$ cat src/rtl/igs_pkg.sv
package igs_pkg;
  localparam int DESC_W  = 64;
  localparam int WORD_W  = 32;
  localparam int SEL_W   = 16;
  localparam int LVL_W   = 2;
  localparam int NUM_STK = (1 << LVL_W) - 1;
  localparam int SLOT_N  = 6;

  localparam logic [3:0] TY_INT  = 4'b1110;
  localparam logic [3:0] TY_TRAP = 4'b1111;

  typedef enum logic [2:0] {
    S_IDLE, S_GATE, S_SEG, S_CHK, S_PUSH, S_FIN
  } seq_st_t;

  typedef struct packed {
    logic              present;
    logic [LVL_W-1:0]  gdpl;
    logic [3:0]        gtype;
    logic [SEL_W-1:0]  sel;
    logic [WORD_W-1:0] ofs;
  } gate_t;

  // number of words in the return frame
  function automatic logic [2:0] frame_len(input logic sw, input logic err);
    logic [2:0] n;
    n = 3'd3;
    if (sw)  n = n + 3'd2;
    if (err) n = n + 3'd1;
    return n;
  endfunction

  // slot order: 0 old ss, 1 old sp, 2 flags, 3 cs, 4 ip, 5 error code
  function automatic logic [2:0] frame_slot(input logic sw, input logic [2:0] k);
    return sw ? k : (k + 3'd2);
  endfunction
endpackage

$ cat src/rtl/igs_gate_decode.sv
module igs_gate_decode
  import igs_pkg::*;
(
  input  logic [DESC_W-1:0] desc_i,
  output gate_t             gate_o,
  output logic              bad_o
);
  always_comb begin
    gate_o.present = desc_i[47];
    gate_o.gdpl    = desc_i[46:45];
    gate_o.gtype   = desc_i[43:40];
    gate_o.sel     = desc_i[31:16];
    gate_o.ofs     = {desc_i[63:48], desc_i[15:0]};
  end

  assign bad_o = !gate_o.present ||
                 !((gate_o.gtype == TY_INT) || (gate_o.gtype == TY_TRAP));

  logic unused_rsvd;
  assign unused_rsvd = ^{desc_i[39:32], desc_i[44]};
endmodule

$ cat src/rtl/igs_priv_check.sv
module igs_priv_check
  import igs_pkg::*;
(
  input  logic [LVL_W-1:0] gate_dpl_i,
  input  logic [LVL_W-1:0] tgt_dpl_i,
  input  logic [LVL_W-1:0] cur_cpl_i,
  input  logic             soft_i,
  output logic             fault_o,
  output logic             switch_o
);
  logic tgt_too_low;
  logic gate_denied;

  assign tgt_too_low = tgt_dpl_i > cur_cpl_i;
  assign gate_denied = soft_i && (gate_dpl_i < cur_cpl_i);
  assign fault_o     = tgt_too_low || gate_denied;
  assign switch_o    = tgt_dpl_i < cur_cpl_i;
endmodule

$ cat src/rtl/igs_frame_mux.sv
module igs_frame_mux
  import igs_pkg::*;
(
  input  logic [SEL_W-1:0]  old_ss_i,
  input  logic [WORD_W-1:0] old_sp_i,
  input  logic [WORD_W-1:0] flags_i,
  input  logic [SEL_W-1:0]  cs_i,
  input  logic [WORD_W-1:0] ip_i,
  input  logic [WORD_W-1:0] err_i,
  input  logic              switch_i,
  input  logic [2:0]        idx_i,
  output logic [WORD_W-1:0] word_o
);
  logic [WORD_W-1:0] slots [SLOT_N];
  logic [2:0]        slot;

  assign slots[0] = WORD_W'(old_ss_i);
  assign slots[1] = old_sp_i;
  assign slots[2] = flags_i;
  assign slots[3] = WORD_W'(cs_i);
  assign slots[4] = ip_i;
  assign slots[5] = err_i;

  assign slot = frame_slot(switch_i, idx_i);

  always_comb begin
    word_o = '0;
    for (int i = 0; i < SLOT_N; i++)
      if (slot == 3'(i)) word_o = slots[i];
  end
endmodule

$ cat src/rtl/intr_gate_seq.sv
module intr_gate_seq
  import igs_pkg::*;
#(
  parameter int VEC_W     = 8,
  parameter int SEG_IDX_W = 13
) (
  input  logic                      clk,
  input  logic                      rst_n,
  input  logic                      start,
  input  logic [VEC_W-1:0]          vector,
  input  logic                      soft_int,
  input  logic                      has_err,
  input  logic [WORD_W-1:0]         err_code,
  input  logic [LVL_W-1:0]          cur_cpl,
  input  logic                      cur_if,
  input  logic [WORD_W-1:0]         cur_flags,
  input  logic [SEL_W-1:0]          cur_cs,
  input  logic [WORD_W-1:0]         cur_ip,
  input  logic [SEL_W-1:0]          cur_ss,
  input  logic [WORD_W-1:0]         cur_sp,
  input  logic [NUM_STK*SEL_W-1:0]  lvl_ss,
  input  logic [NUM_STK*WORD_W-1:0] lvl_sp,
  output logic                      gate_rd_en,
  output logic [VEC_W-1:0]          gate_rd_idx,
  input  logic [DESC_W-1:0]         gate_rd_data,
  output logic                      seg_rd_en,
  output logic [SEG_IDX_W-1:0]      seg_rd_idx,
  input  logic [LVL_W-1:0]          seg_rd_dpl,
  output logic                      push_valid,
  output logic [SEL_W-1:0]          push_ss,
  output logic [WORD_W-1:0]         push_addr,
  output logic [WORD_W-1:0]         push_data,
  output logic                      busy,
  output logic                      done,
  output logic                      fault,
  output logic [SEL_W-1:0]          new_cs,
  output logic [WORD_W-1:0]         new_ip,
  output logic [LVL_W-1:0]          new_cpl,
  output logic                      new_if,
  output logic [SEL_W-1:0]          new_ss,
  output logic [WORD_W-1:0]         new_sp
);
  localparam int          LVL_N = 1 << LVL_W;
  localparam logic [WORD_W-1:0] WSTEP = WORD_W'(WORD_W / 8);

  seq_st_t st;

  // captured entry state
  logic [VEC_W-1:0]  vec_q;
  logic              soft_q, haserr_q, if_q;
  logic [WORD_W-1:0] err_q, flags_q, ip_q, sp_q;
  logic [LVL_W-1:0]  cpl_q;
  logic [SEL_W-1:0]  cs_q, ss_q;

  // decoded gate fields kept for the privilege step
  logic [LVL_W-1:0]  gdpl_q;
  logic              is_int_q;
  logic [SEL_W-1:0]  gsel_q;
  logic [WORD_W-1:0] gofs_q;

  // frame state
  logic              sw_q;
  logic [2:0]        k_q, len_q;
  logic [SEL_W-1:0]  wss_q;
  logic [WORD_W-1:0] wsp_q;
  logic              fault_q;

  // per-level stack table
  logic [SEL_W-1:0]  stk_ss_a [LVL_N];
  logic [WORD_W-1:0] stk_sp_a [LVL_N];

  for (genvar i = 0; i < LVL_N; i++) begin : g_stk
    if (i < NUM_STK) begin : g_ent
      assign stk_ss_a[i] = lvl_ss[i*SEL_W +: SEL_W];
      assign stk_sp_a[i] = lvl_sp[i*WORD_W +: WORD_W];
    end else begin : g_none
      assign stk_ss_a[i] = '0;
      assign stk_sp_a[i] = '0;
    end
  end

  // named internal events
  gate_t dec_gate;
  logic  dec_bad;
  logic  priv_flt, need_sw;
  logic  bad_gate_evt, priv_fault_evt, accept_evt, last_push_evt;

  igs_gate_decode u_dec (
    .desc_i (gate_rd_data),
    .gate_o (dec_gate),
    .bad_o  (dec_bad)
  );

  igs_priv_check u_priv (
    .gate_dpl_i (gdpl_q),
    .tgt_dpl_i  (seg_rd_dpl),
    .cur_cpl_i  (cpl_q),
    .soft_i     (soft_q),
    .fault_o    (priv_flt),
    .switch_o   (need_sw)
  );

  igs_frame_mux u_mux (
    .old_ss_i (ss_q),
    .old_sp_i (sp_q),
    .flags_i  (flags_q),
    .cs_i     (cs_q),
    .ip_i     (ip_q),
    .err_i    (err_q),
    .switch_i (sw_q),
    .idx_i    (k_q),
    .word_o   (push_data)
  );

  assign accept_evt     = (st == S_IDLE) && start;
  assign bad_gate_evt   = (st == S_SEG) && dec_bad;
  assign priv_fault_evt = (st == S_CHK) && priv_flt;
  assign last_push_evt  = (st == S_PUSH) && (k_q == len_q - 3'd1);

  assign gate_rd_en  = (st == S_GATE);
  assign gate_rd_idx = vec_q;
  assign seg_rd_en   = (st == S_SEG) && !dec_bad;
  assign seg_rd_idx  = dec_gate.sel[SEL_W-1 -: SEG_IDX_W];
  assign push_valid  = (st == S_PUSH);
  assign push_addr   = wsp_q - WSTEP;
  assign push_ss     = wss_q;
  assign busy        = (st != S_IDLE);
  assign done        = (st == S_FIN);
  assign fault       = fault_q;

  always_ff @(posedge clk) begin
    if (!rst_n) begin
      st       <= S_IDLE;
      vec_q    <= '0;
      soft_q   <= 1'b0;
      haserr_q <= 1'b0;
      if_q     <= 1'b0;
      err_q    <= '0;
      flags_q  <= '0;
      ip_q     <= '0;
      sp_q     <= '0;
      cpl_q    <= '0;
      cs_q     <= '0;
      ss_q     <= '0;
      gdpl_q   <= '0;
      is_int_q <= 1'b0;
      gsel_q   <= '0;
      gofs_q   <= '0;
      sw_q     <= 1'b0;
      k_q      <= '0;
      len_q    <= '0;
      wss_q    <= '0;
      wsp_q    <= '0;
      fault_q  <= 1'b0;
      new_cs   <= '0;
      new_ip   <= '0;
      new_cpl  <= '0;
      new_if   <= 1'b0;
      new_ss   <= '0;
      new_sp   <= '0;
    end else begin
      case (st)
        S_IDLE: if (start) begin
          vec_q    <= vector;
          soft_q   <= soft_int;
          haserr_q <= has_err;
          if_q     <= cur_if;
          err_q    <= err_code;
          flags_q  <= cur_flags;
          ip_q     <= cur_ip;
          sp_q     <= cur_sp;
          cpl_q    <= cur_cpl;
          cs_q     <= cur_cs;
          ss_q     <= cur_ss;
          fault_q  <= 1'b0;
          // results default to the entry state; success overwrites them
          new_cs   <= cur_cs;
          new_ip   <= cur_ip;
          new_cpl  <= cur_cpl;
          new_if   <= cur_if;
          new_ss   <= cur_ss;
          new_sp   <= cur_sp;
          st       <= S_GATE;
        end
        S_GATE: st <= S_SEG;
        S_SEG: begin
          if (dec_bad) begin
            fault_q <= 1'b1;
            st      <= S_FIN;
          end else begin
            gdpl_q   <= dec_gate.gdpl;
            is_int_q <= (dec_gate.gtype == TY_INT);
            gsel_q   <= dec_gate.sel;
            gofs_q   <= dec_gate.ofs;
            st       <= S_CHK;
          end
        end
        S_CHK: begin
          if (priv_flt) begin
            fault_q <= 1'b1;
            st      <= S_FIN;
          end else begin
            sw_q    <= need_sw;
            wss_q   <= need_sw ? stk_ss_a[seg_rd_dpl] : ss_q;
            wsp_q   <= need_sw ? stk_sp_a[seg_rd_dpl] : sp_q;
            new_ss  <= need_sw ? stk_ss_a[seg_rd_dpl] : ss_q;
            len_q   <= frame_len(need_sw, haserr_q);
            k_q     <= '0;
            new_cs  <= gsel_q;
            new_ip  <= gofs_q;
            new_cpl <= seg_rd_dpl;
            new_if  <= is_int_q ? 1'b0 : if_q;
            st      <= S_PUSH;
          end
        end
        S_PUSH: begin
          wsp_q <= wsp_q - WSTEP;
          k_q   <= k_q + 3'd1;
          if (last_push_evt) begin
            new_sp <= wsp_q - WSTEP;
            st     <= S_FIN;
          end
        end
        S_FIN:   st <= S_IDLE;
        default: st <= S_IDLE;
      endcase
    end
  end

  // ---------------- assertions ----------------
  p_gate_read_r1: assert property (@(posedge clk) disable iff (!rst_n)
    accept_evt |=> (gate_rd_en && gate_rd_idx == $past(vector)));

  p_bad_gate_r2: assert property (@(posedge clk) disable iff (!rst_n)
    bad_gate_evt |=> (done && fault && !push_valid));

  p_priv_fault_r3: assert property (@(posedge clk) disable iff (!rst_n)
    priv_fault_evt |=> (done && fault && !push_valid));

  p_fault_keeps_cpl_r5: assert property (@(posedge clk) disable iff (!rst_n)
    (done && fault) |-> (new_cpl == cpl_q && new_if == if_q));

  p_push_step_r8: assert property (@(posedge clk) disable iff (!rst_n)
    (push_valid && $past(push_valid)) |-> (push_addr == $past(push_addr) - WSTEP));

  p_cpl_no_rise_r9: assert property (@(posedge clk) disable iff (!rst_n)
    (done && !fault) |-> (new_cpl <= cpl_q));

  p_if_clear_r10: assert property (@(posedge clk) disable iff (!rst_n)
    (done && !fault && is_int_q) |-> !new_if);

  p_done_pulse_r11: assert property (@(posedge clk) disable iff (!rst_n)
    done |=> !done);

  p_push_then_done_r11: assert property (@(posedge clk) disable iff (!rst_n)
    last_push_evt |=> (done && !push_valid));
endmodule

$ cat config.mk
export PLATFORM = sky130hd
export DESIGN_NAME = intr_gate_seq
export DESIGN_NICKNAME = d
export VERILOG_FILES = /design/src/rtl/igs_pkg.sv /design/src/rtl/igs_gate_decode.sv /design/src/rtl/igs_priv_check.sv /design/src/rtl/igs_frame_mux.sv /design/src/rtl/intr_gate_seq.sv
export SDC_FILE = /design/constraint.sdc
export NUM_CORES = 1
export LEC_CHECK = 0
export BUFFER_PORTS_ARGS = -buffer_cell sky130_fd_sc_hd__buf_2
export CORE_AREA = 2 2 231 233
export DETAILED_ROUTE_END_ITERATION = 8
export DIE_AREA = 0 0 233 235
export PLACE_DENSITY = 0.57
export REMOVE_ABC_BUFFERS = 1
export SYNTH_ARGS = -nofsm -noshare
export SYNTH_HDL_FRONTEND = slang
export SYNTH_SLANG_ARGS = --single-unit
$ cat constraint.sdc
create_clock -name clk -period 5.34 [get_ports clk]
set_input_delay 1.335 -clock clk [delete_from_list [all_inputs] [get_ports clk]]
set_output_delay 1.335 -clock clk [all_outputs]
set_load 0.005 [all_outputs]
### Word level (Yosys, flattened, before mapping)

Index checks and enable logic that the tools add are counted.

| cells by class | value |
|---|---|
| equal/unequal tests | 18 |
| reductions and logical operators | 24 |
| muxes and demuxes | 52 |
| $add $sub $neg | 5 |
| bitwise operators | 3 |
| $lt $le $gt $ge | 4 |

Operators with widths:

| kind | number |
|---|---|
| $mux 32 | 13 |
| $pmux 32 s2 | 3 |
| $mux 16 | 8 |
| $bmux 32 s2 | 1 |
| $pmux 16 s2 | 2 |
| $bmux 16 s2 | 1 |
| $sub 32x3->32 const B | 1 |
| $mux 3 | 10 |
| $pmux 3 s5 | 1 |
| $eq 3x2->1 const B | 4 |
| $eq 3x3->1 const B | 4 |
| $reduce_and 2->1 | 5 |
| $eq 4x4->1 const B | 2 |
| $ne 2x2->1 const B | 4 |
| $mux 1 | 7 |
| $add 3x1->3 const B | 2 |
| $eq 3x1->1 const B | 2 |
| $logic_not 3->1 | 2 |
| $pmux 3 s2 | 1 |
| $reduce_and 3->1 | 2 |
| $reduce_bool 2->1 | 3 |
| $reduce_bool 3->1 | 2 |
| $lt 2x2->1 | 2 |
| $mux 2 | 2 |
| 15 further kinds | 22 |

| word-level totals | value |
|---|---|
| bits of input ports | 386 |
| flip-flop bits (word level) | 382 |

### Depth between registers and ports, before layout

| logic depth | value |
|---|---|
| depth after elaboration | 9 |
| depth in mapped cells | 10 |
| mapped depth without buffers | 8 |

### Hierarchy

Synthesis repeated with hierarchy kept, for this count alone.

| unflattened totals | value |
|---|---|
| cells, all modules | 2506 |
| area, all modules | 19237.2 µm² |

By module, submodules not included:

| module | instances | area an instance (µm²) | cells each |
|---|---|---|---|
| intr_gate_seq | 1 | 16493.3 | 2072 |
| igs_frame_mux | 1 | 2230.9 | 366 |
| igs_gate_decode | 1 | 419.2 | 56 |
| igs_priv_check | 1 | 93.8 | 12 |

### Worst setup path after synthesis

No wires, ideal clock.

| timing path | value |
|---|---|
| kind | input to output |
| start point | input port gate_rd_data[47] |
| end point | output port seg_rd_en |
| data arrival time | 2.195 ns |
| path slack | 1.810 ns |
| path buffers | 1 |
| data required time | 4.005 ns |
| stages | 5 |
| path through | nand4_1 -> nor2_1 -> nand3_1 -> inv_2 -> clkbuf_1 |

| between the ends | value |
|---|---|
| cells in the longest elaborated chain, start to end | 4 |

RTL lines:

| element | RTL line | RTL |
|---|---|---|
| start, declared | intr_gate_seq.sv:25 | `input logic [DESC_W-1:0] gate_rd_data,` |
| $logic_not 1->1 | igs_gate_decode.sv:16 | `assign bad_o = !gate_o.present \|\|` |
| $logic_or 1x1->1 | igs_gate_decode.sv:16 |  |
| $logic_not 1->1 | intr_gate_seq.sv:122 | `assign seg_rd_en = (st == S_SEG) && !dec_bad;` |
| $logic_and 1x1->1 | intr_gate_seq.sv:122 |  |
| end, declared | intr_gate_seq.sv:26 | `output logic seg_rd_en,` |

Every way passes these cells.

### Final worst setup path

| timing path | value |
|---|---|
| start point | register k_q[1] |
| end point | output port push_data[24] |

| between the ends | value |
|---|---|
| cells in the longest elaborated chain, start to end | 8 |

RTL lines:

| element | RTL line | RTL |
|---|---|---|
| start, declared | intr_gate_seq.sv:63 | `logic [2:0] k_q, len_q;` |
| start signal, assigned | intr_gate_seq.sv:218 | `k_q <= k_q + 3'd1;` |
| $add 3x2->3 | igs_pkg.sv:35 | `return sw ? k : (k + 3'd2);` |
| $mux 3 (*) | igs_pkg.sv:35 |  |
| $eq 3x1->1 | igs_frame_mux.sv:29 | `if (slot == 3'(i)) word_o = slots[i];` |
| $mux 32 (4 in series) | igs_frame_mux.sv:29 |  |
| $mux 32 (*) | igs_frame_mux.sv:29 |  |
| end, declared | intr_gate_seq.sv:32 | `output logic [WORD_W-1:0] push_data,` |

Every way passes the cells marked *; elsewhere a longest branch is shown, timed or not.

==> metrics <==
Placeable Area=52200 sq um; Area Overhead vs Synth=26.0%; Post-synth EDFFs=0; clk buf depth=3; first-pass GRT wire length=roughly 110 mm; Sink Count=between 300 and 400; met2 wire len=roughly 36 mm; Setup Fix Bufs, Post-CTS=0; hold buffers post-CTS=0; GR Util All Layers=26.0%; largest net degree at the start of global routing=128; fill count=5320; Post-synth top cells=736 x nand2_1, 382 x dfxtp_1, 279 x a21oi_1, 168 x clkbuf_1, 123 x nor2_1; Routed Antenna Nets=0; Initial Utilization=around a third; critical setup path kind=register to output pin; grt total ovfl=0; routability cong.=roughly 0.89; TritonRoute pass-1 iters=5; Clock Power Share=37.2%; final max-slew violation count=0; Hold WS=0.450 ns; vias=19300; max-cap violations=0; peak supply drop=around 0.00024 V; CP Max Fanout=25; Worst Hold Launch=flags_q[8]$_SDFFE_PN0P_; Die Height=235 um; detailed-route DRC error count=0; initial antenna violation count=16; wire length on met3=4.97 mm; status=completed; Clk Latency, worst-skew pair=0.58 ns; NetSw=0.00266 W; clock skew=0.0204 ns; Final period util=88.7%; CTS Buf Count=45; worst rel slew slack=18.6%; Startpoint Class=register; Cell Area, Synth=18400 sq um; Post-synth ARST share=0%; reg2reg start=st[1]$_SDFFE_PN0P_; met1 WL=32.1 mm; die area=54800 sq um; fin crit period=4.74 ns; layout cell share with drive strength beyond 1=a little over a quarter; Synth area leader=dfxtp_1; Hold WC Path Type=register to register; Data required, critical path=4.01 ns; Top Layer Used=met5; IO Count=592; pin slew with the least headroom to its limit=~1.2 ns; RSZ-0062 raised after global routing=false; HPWL Detailed=52.2 mm; total length of routed wires=74.6 mm; part of the Yosys area used for sequential elements=41.6%; Pleak=9.72 nW; Seq pwr share=39.0%; Power Density=357 nW/um^2; syn avg cell area=7.59 sq um; most numerous cell in the Yosys netlist=nand2_1; Data arrival, critical path=3.40 ns; Final TNS setup=0 ns; top cell type's share of synthesized area=41.6%; Worst-path clk slew=0.06 ns; row count=84; post-synthesis register bit count=between 300 and 400; top cells by area, synth=dfxtp_1 42%, nand2_1 15%, a21oi_1 7.6%; post-synth cell types=69; wire per inst=slightly above 20 um; Switching Share=32.1%; Max Freq=about 0.21 GHz; CTS tree=done; CTS Root Cell=clkbuf_16; vias per std cell=5.36; # H-tree levels=2; worst setup path start=k_q[1]$_SDFFE_PN0P_; synth warn=0; DR iter-0 viols=about 1500; Internal=about 0.0056 W; synthesized instance count=between 2000 and 2500; Final nets=3255; Final Hold Vio Count=0; Die Wd=233 um; post-CTS sizing=0; final setup violation count=0; logic gate share of total power=23.8%; Critical Path End Type=output pin; dominant synthesized flop cell=dfxtp_1; port bufs=approximately 580; number of global-route vias before repair=between 15000 and 20000
-- cell families after synthesis --
group | count (synthesis) | synth area share, %
fa+ha+maj | 7 | 0.476
mux | 109 | 6.31
compound gates | 641 | 21.8
xor+xnor | 25 | 1.26
flops | 382 | 41.6
buf+inv | 245 | 5.52
simple gates | 1014 | 23.0
-- metal layers --
| layer | vias up | track usage, % |
|---|---|---|
| li1 | 9270 | - |
| met1 | 9190 | 33.8 |
| met2 | 680 | 43.2 |
| met3 | 130 | 5.17 |
| met4 | 16 | 8.15 |
| met5 | - | 0 |
-- worst max-delay path: stages, from the launching register on --
cell	delay (ns)
dfxtp_1	0.90
nand2b_1	0.25
mux2i_4	0.58
nand2_1	0.61
nor2_1	0.22
a31oi_1	0.08
buf_2	0.15
-- layout by cell type, fill, tap and decap left out, types with 15 or more instances in the layout --
master and n:
mux2_2 56, a21oi_1 279, clkbuf_16 45, a22oi_1 17, mux2i_1 52, buf_2 581
o211ai_1 54, a31oi_1 55, nor3_1 27, nand2_1 735, nand3_1 27, o2bb2ai_1 36
nor2_1 122, o21ai_0 72, buf_4 32, o22ai_1 17, nand2b_1 24, a311oi_1 54
dfxtp_1 381, xnor2_1 15
-- per-stage QoR --
step | instance area (sq um) | instances | util, % | worst slack, ns | total power, W
global placement | 21700 | 3503 | 41.5 | 0.812 | 0.00522
finish | 23200 | 3595 | 44.4 | 0.603 | 0.00828
detailed placement | 21700 | 3503 | 41.5 | 0.787 | 0.00526
CTS | 23100 | 3585 | 44.3 | 0.535 | 0.00835
global route | 23200 | 3593 | 44.4 | 0.328 | 0.00865
floorplan | 17500 | 2198 | - | -15.98 | 0.00438
-- registers in the layout, indices dropped and copies added, names as in the netlist, 32 cells and up --
register	flops
new_ip	32
new_sp	32
flags_q	32
gofs_q	32
sp_q	32
wsp_q	32
ip_q	32
err_q	32
-- path summary, 6_finish.rpt --
kind	slack (ns)	depth (start not counted)	end
setup / recovery	0.60	6	push_data[24]
hold / removal	0.45	2	flags_q[8]$_SDFFE_PN0P_
setup reg to reg	2.15	8	new_sp[20]$_SDFFE_PN0P_
hold reg to reg	0.45	2	flags_q[8]$_SDFFE_PN0P_
-- power by group through the flow --
| stage | Clock, W | Sequential [W] | Combinational (W) |
|---|---|---|---|
| after floorplan | 0 | 0.00325 | 0.00113 |
| after global placement | 0 | 0.00328 | 0.00194 |
| after detailed placement | 0 | 0.00329 | 0.00197 |
| after CTS | 0.00314 | 0.00323 | 0.00198 |
| after global routing | 0.00325 | 0.00325 | 0.00214 |
| final | 0.00308 | 0.00323 | 0.00197 |
-- final cells by class --
| class | count | area [sq um] | share of cell area (%) |
|---|---|---|---|
| Clock inverter | 10 | 109 | 0.470 |
| Antenna cell | 10 | 25.0 | 0.108 |
| Clock buffer | 72 | 1360 | 5.86 |
| Sequential cell | 382 | 7650 | 33.0 |
| Tap cell | 688 | 861 | 3.71 |
| Timing Repair Buffer | 617 | 3230 | 13.9 |
| Inverter | 20 | 82.6 | 0.356 |
| Multi-Input combinational cell | 1796 | 9860 | 42.5 |
Power figures use the tool's default switching activity.
